===== src/rtl/tri_pkg.sv =====
package tri_pkg;
   typedef enum logic {
      DIR_UP   = 1'b0,
      DIR_DOWN = 1'b1
   } dir_e;
endpackage


===== src/rtl/tri_cfg_latch.sv =====
module tri_cfg_latch #(
   parameter int PEAK_W = 7,
   parameter int HOLD_W = 8
) (
   input  logic              clk_i,
   input  logic              rst_i,
   input  logic              load_i,
   input  logic [PEAK_W-1:0] peak_i,
   input  logic [HOLD_W-1:0] hold_i,
   output logic [PEAK_W-1:0] peak_o,
   output logic [HOLD_W-1:0] hold_o,
   output logic [HOLD_W-1:0] reload_o
);
   logic [PEAK_W-1:0] peak_fl;
   logic [HOLD_W-1:0] hold_fl;
   logic [PEAK_W-1:0] peak_q;
   logic [HOLD_W-1:0] hold_q;

   // zero on either input is promoted to one
   assign peak_fl = (peak_i == '0) ? PEAK_W'(1) : peak_i;
   assign hold_fl = (hold_i == '0) ? HOLD_W'(1) : hold_i;

   always_ff @(posedge clk_i) begin
      if (load_i) begin
         peak_q <= peak_fl;
         hold_q <= hold_fl;
      end
   end

   // a period start reloads the timer with the freshly captured length
   assign reload_o = load_i ? hold_fl : hold_q;
   assign peak_o   = peak_q;
   assign hold_o   = hold_q;

   assert_cfg_stable_R7: assert property (@(posedge clk_i) disable iff (rst_i)
      !load_i |=> ($stable(peak_q) && $stable(hold_q)));

   assert_peak_nonzero_R6: assert property (@(posedge clk_i) disable iff (rst_i)
      peak_q != '0);
endmodule


===== src/rtl/tri_hold_timer.sv =====
module tri_hold_timer #(
   parameter int HOLD_W = 8
) (
   input  logic              clk_i,
   input  logic              rst_i,
   input  logic              en_i,
   input  logic [HOLD_W-1:0] reload_i,
   output logic              tick_o
);
   logic [HOLD_W-1:0] cnt_q;

   assign tick_o = en_i && (cnt_q <= HOLD_W'(1));

   always_ff @(posedge clk_i) begin
      if (rst_i) begin
         cnt_q <= reload_i;
      end else if (en_i) begin
         if (tick_o) cnt_q <= reload_i;
         else        cnt_q <= cnt_q - HOLD_W'(1);
      end
   end

   assert_hold_nonzero_R5: assert property (@(posedge clk_i) disable iff (rst_i)
      cnt_q != '0);

   assert_timer_freeze_R8: assert property (@(posedge clk_i) disable iff (rst_i)
      !en_i |=> $stable(cnt_q));
endmodule


===== src/rtl/tri_ramp_core.sv =====
module tri_ramp_core
   import tri_pkg::*;
#(
   parameter int PEAK_W = 7
) (
   input  logic              clk_i,
   input  logic              rst_i,
   input  logic              step_i,
   input  logic [PEAK_W-1:0] peak_i,
   output logic [PEAK_W-1:0] code_o,
   output dir_e              dir_o,
   output logic              wrap_o,
   output logic              start_o
);
   logic [PEAK_W-1:0] code_q;
   logic [PEAK_W-1:0] code_inc;
   dir_e              dir_q;
   logic              start_q;

   assign code_inc = code_q + PEAK_W'(1);
   assign wrap_o   = step_i && (dir_q == DIR_DOWN) && (code_q == PEAK_W'(1));

   always_ff @(posedge clk_i) begin
      if (rst_i) begin
         code_q  <= '0;
         dir_q   <= DIR_UP;
         start_q <= 1'b0;
      end else begin
         start_q <= wrap_o;
         if (step_i) begin
            if (dir_q == DIR_UP) begin
               code_q <= code_inc;
               if (code_inc == peak_i) dir_q <= DIR_DOWN;
            end else if (code_q == PEAK_W'(1)) begin
               code_q <= '0;
               dir_q  <= DIR_UP;
            end else begin
               code_q <= code_q - PEAK_W'(1);
            end
         end
      end
   end

   assign code_o  = code_q;
   assign dir_o   = dir_q;
   assign start_o = start_q;

   assert_rise_inc_R2: assert property (@(posedge clk_i) disable iff (rst_i)
      (step_i && dir_q == DIR_UP) |=> (code_q == $past(code_q) + PEAK_W'(1)));

   assert_fall_dec_R3: assert property (@(posedge clk_i) disable iff (rst_i)
      (step_i && dir_q == DIR_DOWN && code_q != PEAK_W'(1))
      |=> (code_q == $past(code_q) - PEAK_W'(1) && dir_q == DIR_DOWN));

   assert_start_at_zero_R4: assert property (@(posedge clk_i) disable iff (rst_i)
      start_q |-> (code_q == '0 && dir_q == DIR_UP));

   assert_code_cap_R6: assert property (@(posedge clk_i) disable iff (rst_i)
      code_q <= peak_i);

   assert_freeze_R8: assert property (@(posedge clk_i) disable iff (rst_i)
      !step_i |=> ($stable(code_q) && $stable(dir_q)));
endmodule


===== src/rtl/tri_wave_gen.sv =====
module tri_wave_gen
   import tri_pkg::*;
#(
   parameter int DATA_W = 8,
   parameter int HOLD_W = 8
) (
   input  logic              clk_i,
   input  logic              rst_i,
   input  logic              en_i,
   input  logic [DATA_W-2:0] peak_i,
   input  logic [HOLD_W-1:0] hold_i,
   output logic [DATA_W-1:0] sample_o,
   output logic              falling_o,
   output logic              period_start_o
);
   localparam int PEAK_W = DATA_W - 1;

   generate
      if (DATA_W < 2 || DATA_W > 16) begin : g_bad_data_w
         $error("tri_wave_gen: DATA_W must lie in 2..16");
      end
      if (HOLD_W < 1 || HOLD_W > 24) begin : g_bad_hold_w
         $error("tri_wave_gen: HOLD_W must lie in 1..24");
      end
   endgenerate

   logic [PEAK_W-1:0] peak_cur;
   logic [HOLD_W-1:0] hold_cur;
   logic [HOLD_W-1:0] hold_reload;
   logic [PEAK_W-1:0] code;
   dir_e              dir;
   logic              step;
   logic              wrap;
   logic              start;
   logic              load;

   assign load = rst_i || wrap;

   tri_cfg_latch #(.PEAK_W(PEAK_W), .HOLD_W(HOLD_W)) u_cfg (
      .clk_i    (clk_i),
      .rst_i    (rst_i),
      .load_i   (load),
      .peak_i   (peak_i),
      .hold_i   (hold_i),
      .peak_o   (peak_cur),
      .hold_o   (hold_cur),
      .reload_o (hold_reload)
   );

   tri_hold_timer #(.HOLD_W(HOLD_W)) u_timer (
      .clk_i    (clk_i),
      .rst_i    (rst_i),
      .en_i     (en_i),
      .reload_i (hold_reload),
      .tick_o   (step)
   );

   tri_ramp_core #(.PEAK_W(PEAK_W)) u_core (
      .clk_i   (clk_i),
      .rst_i   (rst_i),
      .step_i  (step),
      .peak_i  (peak_cur),
      .code_o  (code),
      .dir_o   (dir),
      .wrap_o  (wrap),
      .start_o (start)
   );

   // the top ladder bit is tied low: the peak cannot reach it
   assign sample_o       = {1'b0, code};
   assign falling_o      = (dir == DIR_DOWN);
   assign period_start_o = start;

   assert_start_one_cycle_R4: assert property (@(posedge clk_i) disable iff (rst_i)
      period_start_o |=> !period_start_o);

   assert_hold_cap_R5: assert property (@(posedge clk_i) disable iff (rst_i)
      hold_cur != '0);
endmodule


===== config.mk =====
export PLATFORM = sky130hd
export DESIGN_NAME = tri_wave_gen
export DESIGN_NICKNAME = d
export VERILOG_FILES = /design/src/rtl/tri_pkg.sv /design/src/rtl/tri_cfg_latch.sv /design/src/rtl/tri_hold_timer.sv /design/src/rtl/tri_ramp_core.sv /design/src/rtl/tri_wave_gen.sv
export SDC_FILE = /design/constraint.sdc
export NUM_CORES = 1
export LEC_CHECK = 0
export BUFFER_PORTS_ARGS = -buffer_cell sky130_fd_sc_hd__buf_4
export CORE_ASPECT_RATIO = 0.8
export CORE_MARGIN = 3
export CORE_UTILIZATION = 45
export CTS_CLUSTER_SIZE = 24
export DETAILED_ROUTE_END_ITERATION = 10
export PLACE_DENSITY = 0.76
export SYNTH_ARGS = -nofsm -noshare
export SYNTH_HDL_FRONTEND = slang
export SYNTH_HIERARCHICAL = 1
export SYNTH_SLANG_ARGS = --single-unit

===== constraint.sdc =====
create_clock -name clk_i -period 6.4 [get_ports clk_i]
set_clock_uncertainty 0.1 [all_clocks]
set_input_delay 0 -clock clk_i [delete_from_list [all_inputs] [get_ports clk_i]]
set_output_delay 0 -clock clk_i [all_outputs]
set_load 0.05 [all_outputs]

==> impl_results.md <==
- Detailed Routing Iterations Pass 1: 4
- Synth cell types: 52
- Clk buf depth: 2
- Comb power frac: roughly 15%
- Initial antenna violation count: 0
- Lkg Pwr: a little under 0.9 nW
- PortBufs: 26
- GRT Util Overall: roughly 17%
- Largest fanout on the critical path: 16
- WP data required: approximately 6.5 ns
- Reg-to-Reg Start: u_timer/cnt_q[0]
- # resized after CTS: 0
- Number of flops mapped to enable cells by yosys: 15
- Asr flop ratio synth: 0%
- Status: finished, final reports clean
- Simple-gate share of the synthesized area: about a fifth
- Psw: 124.1 µW
- Main synth FF type: dfxtp_1
- Number of global-route vias before repair: around 1.4k
- Synth Warn #: 6
- Root buffer cell: clkbuf_8
- Sequential area share after synthesis: about 42%
- Mean routed wirelength per cell: ~14 µm
- First-pass GRT wire length: 6610 µm
- Core area: ~3900 µm²
- Tcrit/Tclk final: between 60 and 70%
- Vert. Die Dim: approximately 64 µm
- Initial DRC Count: around 100
- Max-slew violation count: 0
- HPWL reported at the end of detailed placement: 2742 µm
- Post-synth top area cell: edfxtp_1
- Area delta synth->final: 24.48%
- CP Capture Type: flip-flop
- Detail Route Antenna Nets: 0
- Net count after synthesis: 211
- Die area: ~5000 µm²
- # IOs: 28
- RSZ-0062 raised after global routing: false
- Power density cells: roughly 220 nW/µm²
- CP Launch Type: flip-flop
- N_diodes: 0
- Setup violations, final: 0
- Flop-to-flop setup slack: 2.54 ns
- Grt ovf: 0
- Die width: between 70 and 80 µm
- Internal power: slightly below 400 µW
- Maximum VDD drop: 203.6 µV
- Critical path startpoint: u_timer/cnt_q[0]
- Share of layout cells above drive strength 1: between 20% and 30%
- Switch share: 24.12%
- Worst setup path end: u_cfg/hold_o[0]
- Placed Cells: about 250
- Commonest cells after routing, fill and taps aside: buf_4 (26), dlygate4sd3_1 (17), dfxtp_1 (17)
- Row Count: 20
- Share of power burned in registers: 48.5%
- Max Cap Viol: 0
- Adder-Cell Fraction of Synth Area: under 10%
- Sink Count: 32
- Most common cell after layout, fill and taps aside: buf_4
- CTS tree: built
- Max layer used: met4
- Setup CP Type: flip-flop to flip-flop
- Synth top area share: a little under a quarter
- Worst slew pin tran: ~0.93 ns
- Complex-gate fraction of the synthesized area: around 16%
- WL met3: 231 µm
- Multiplexer share of the synthesized area: around 6.1%
- Vias/cell: around 5.5
- Clock buffer count from CTS: 5
- Synth Register Bits: 32
- Met2 Routed Length: 1690 µm
- Hold Fails Final Rpt: 0
- Worst hold path class: primary input to flip-flop
- Clock power frac: between 30 and 40%
- # DRC: 0
- Crit path DAT: ~4.0 ns
- Wl on met1: 2001 µm
- Via count: ~1.5k
- Pin count of the biggest net entering global routing: 19
- Largest family of logic cells by synthesized area: simple AND/OR/NAND/NOR gates
- Worst skew pair latency: approximately 0.28 ns
- R2R cell count: 10
- XOR/XNOR Fraction of Synth Area: 6.986%
- Min Tclk post-route: slightly below 4 ns
- Final Total Pwr: 514.7 µW
- Ranking of synthesized cells by area: edfxtp_1 (24%), dfxtp_1 (18%), xnor2_1 (4.7%)
- Setup TNS: 0 ns
- Syn Inst Count: about 190
- GP Congestion: around 0.87
- Fmax: roughly 260 MHz
- Worst R2R End: u_cfg/hold_o[0]
- Normalized max-slew margin: ~38%
- H-tree Lvls: 2
- Reg clk slew, reported paths: around 0.070 ns
- Nets: 245
- Post-Route WL: 3955 µm
- Initial core utilization: 48.17%
- Non-Filler Instances: between 200 and 300
- Syn avg cell area: roughly 10 µm²
- Synthesized area: around 1900 µm²
cells in the mapped netlist, types with 2 or more instances:
cell / instances
a21o_1: 3
nor2_1: 10
mux2_2: 7
o2bb2ai_1: 2
and3_1: 2
or4_1: 2
nor2b_1: 2
a21oi_1: 7
edfxtp_1: 15
nor3b_1: 3
o22ai_1: 3
nand2_1: 7
inv_1: 9
xnor2_1: 10
nor3_1: 3
dfxtp_1: 17
nand3b_1: 4
nand3_1: 10
xor2_1: 5
nor2_2: 5
a211oi_1: 4
o21ai_0: 4
mux2i_1: 2
ha_1: 5
nor4_1: 2
clkbuf_1: 11
buf_6: 2
a32o_1: 2
or2_1: 2
o211ai_1: 2
a21oi_2: 5
cell families (layout without fill, tap and decap cells):
family                     after synthesis  in the layout
DFF                                     32             32
buffers and inverters                   25             60
muxes                                   10             10
AOI/OAI and AO/OA                       40             40
xor gates and xnor gates                15             15
adders and majority gates                5              5
other                                    1              1
and+or+nand+nor                         60             60
power by group through the flow:
stage               Sequential [mW]  Clock, mW  Combinational [mW]
detailed placement            0.254          0              0.0661
finish                        0.250      0.190              0.0752
global placement              0.253          0              0.0651
floorplan                     0.250          0              0.0514
global route                  0.251      0.206              0.0833
CTS                           0.250      0.195              0.0750
flip-flops by register name, indices dropped and copies added, names as in the netlist:
| register | cells |
|---|---|
| u_cfg/hold_o | 8 |
| u_timer/cnt_q | 8 |
| u_cfg/peak_o | 7 |
| u_core/code_o | 7 |
| u_core/dir_o | 1 |
| u_core/start_o | 1 |
through the flow:
stage | hold WS (ns) | cell area [µm²] | setup WS [ns] | utilization (%)
floorplan | 0.06117 | 1881 | 3.533 | -
global placement | 0.08957 | 2063 | 3.042 | 52.85
detailed placement | 0.08902 | 2063 | 2.896 | 52.85
CTS | 0.08645 | 2341 | 2.535 | 59.97
global route | 0.1083 | 2341 | 2.235 | 59.97
finish | 0.09923 | 2341 | 2.537 | 59.97
worst min path at each step:
stage | from | end | slack, ns | cells after the start
global placement | peak_i[3] | u_cfg/peak_o[3] | 0.09 | 1
floorplan | peak_i[0] | u_cfg/peak_o[0] | 0.06 | 1
finish | en_i | u_timer/cnt_q[0] | 0.1 | 2
detailed placement | peak_i[4] | u_cfg/peak_o[4] | 0.09 | 1
CTS | en_i | u_timer/cnt_q[0] | 0.09 | 2
global route | en_i | u_timer/cnt_q[0] | 0.11 | 2
worst max-delay path: stages, from the launching register on:
cell and delay, ns:
edfxtp_1 0.46, inv_1 0.11, ha_1 0.22, or2_1 0.17, and3_1 0.53, nand2_1 0.15
nor2_1 0.24, or2_1 0.58, or4b_1 0.50, o21ai_1 0.18, dlygate4sd3_1 0.57
layer usage:
metal	up-vias	GRT usage (%)
met1	727	25.44
met2	47	24.57
met4	0	4.585
met3	5	3.944
li1	741	-
met5	-	0
final cells by class:
type                       count  area, µm²
fill                         334       1563
multi-input combinational    131      974.7
sequential                    32      790.8
timing repair buffer          43      365.4
clock buffer                   6      72.57
tap                           55      68.82
clock inverter                 2      35.03
inverter                       9      33.78
repair_timing:
| action | in CTS | in global routing |
|---|---|---|
| hold endpoints to repair | 23 | 0 |
| hold buffers | 17 | 0 |
| setup buffers | 0 | 0 |
| endpoints found under the setup margin | 0 | 0 |
Power figures use the tool's default switching activity.
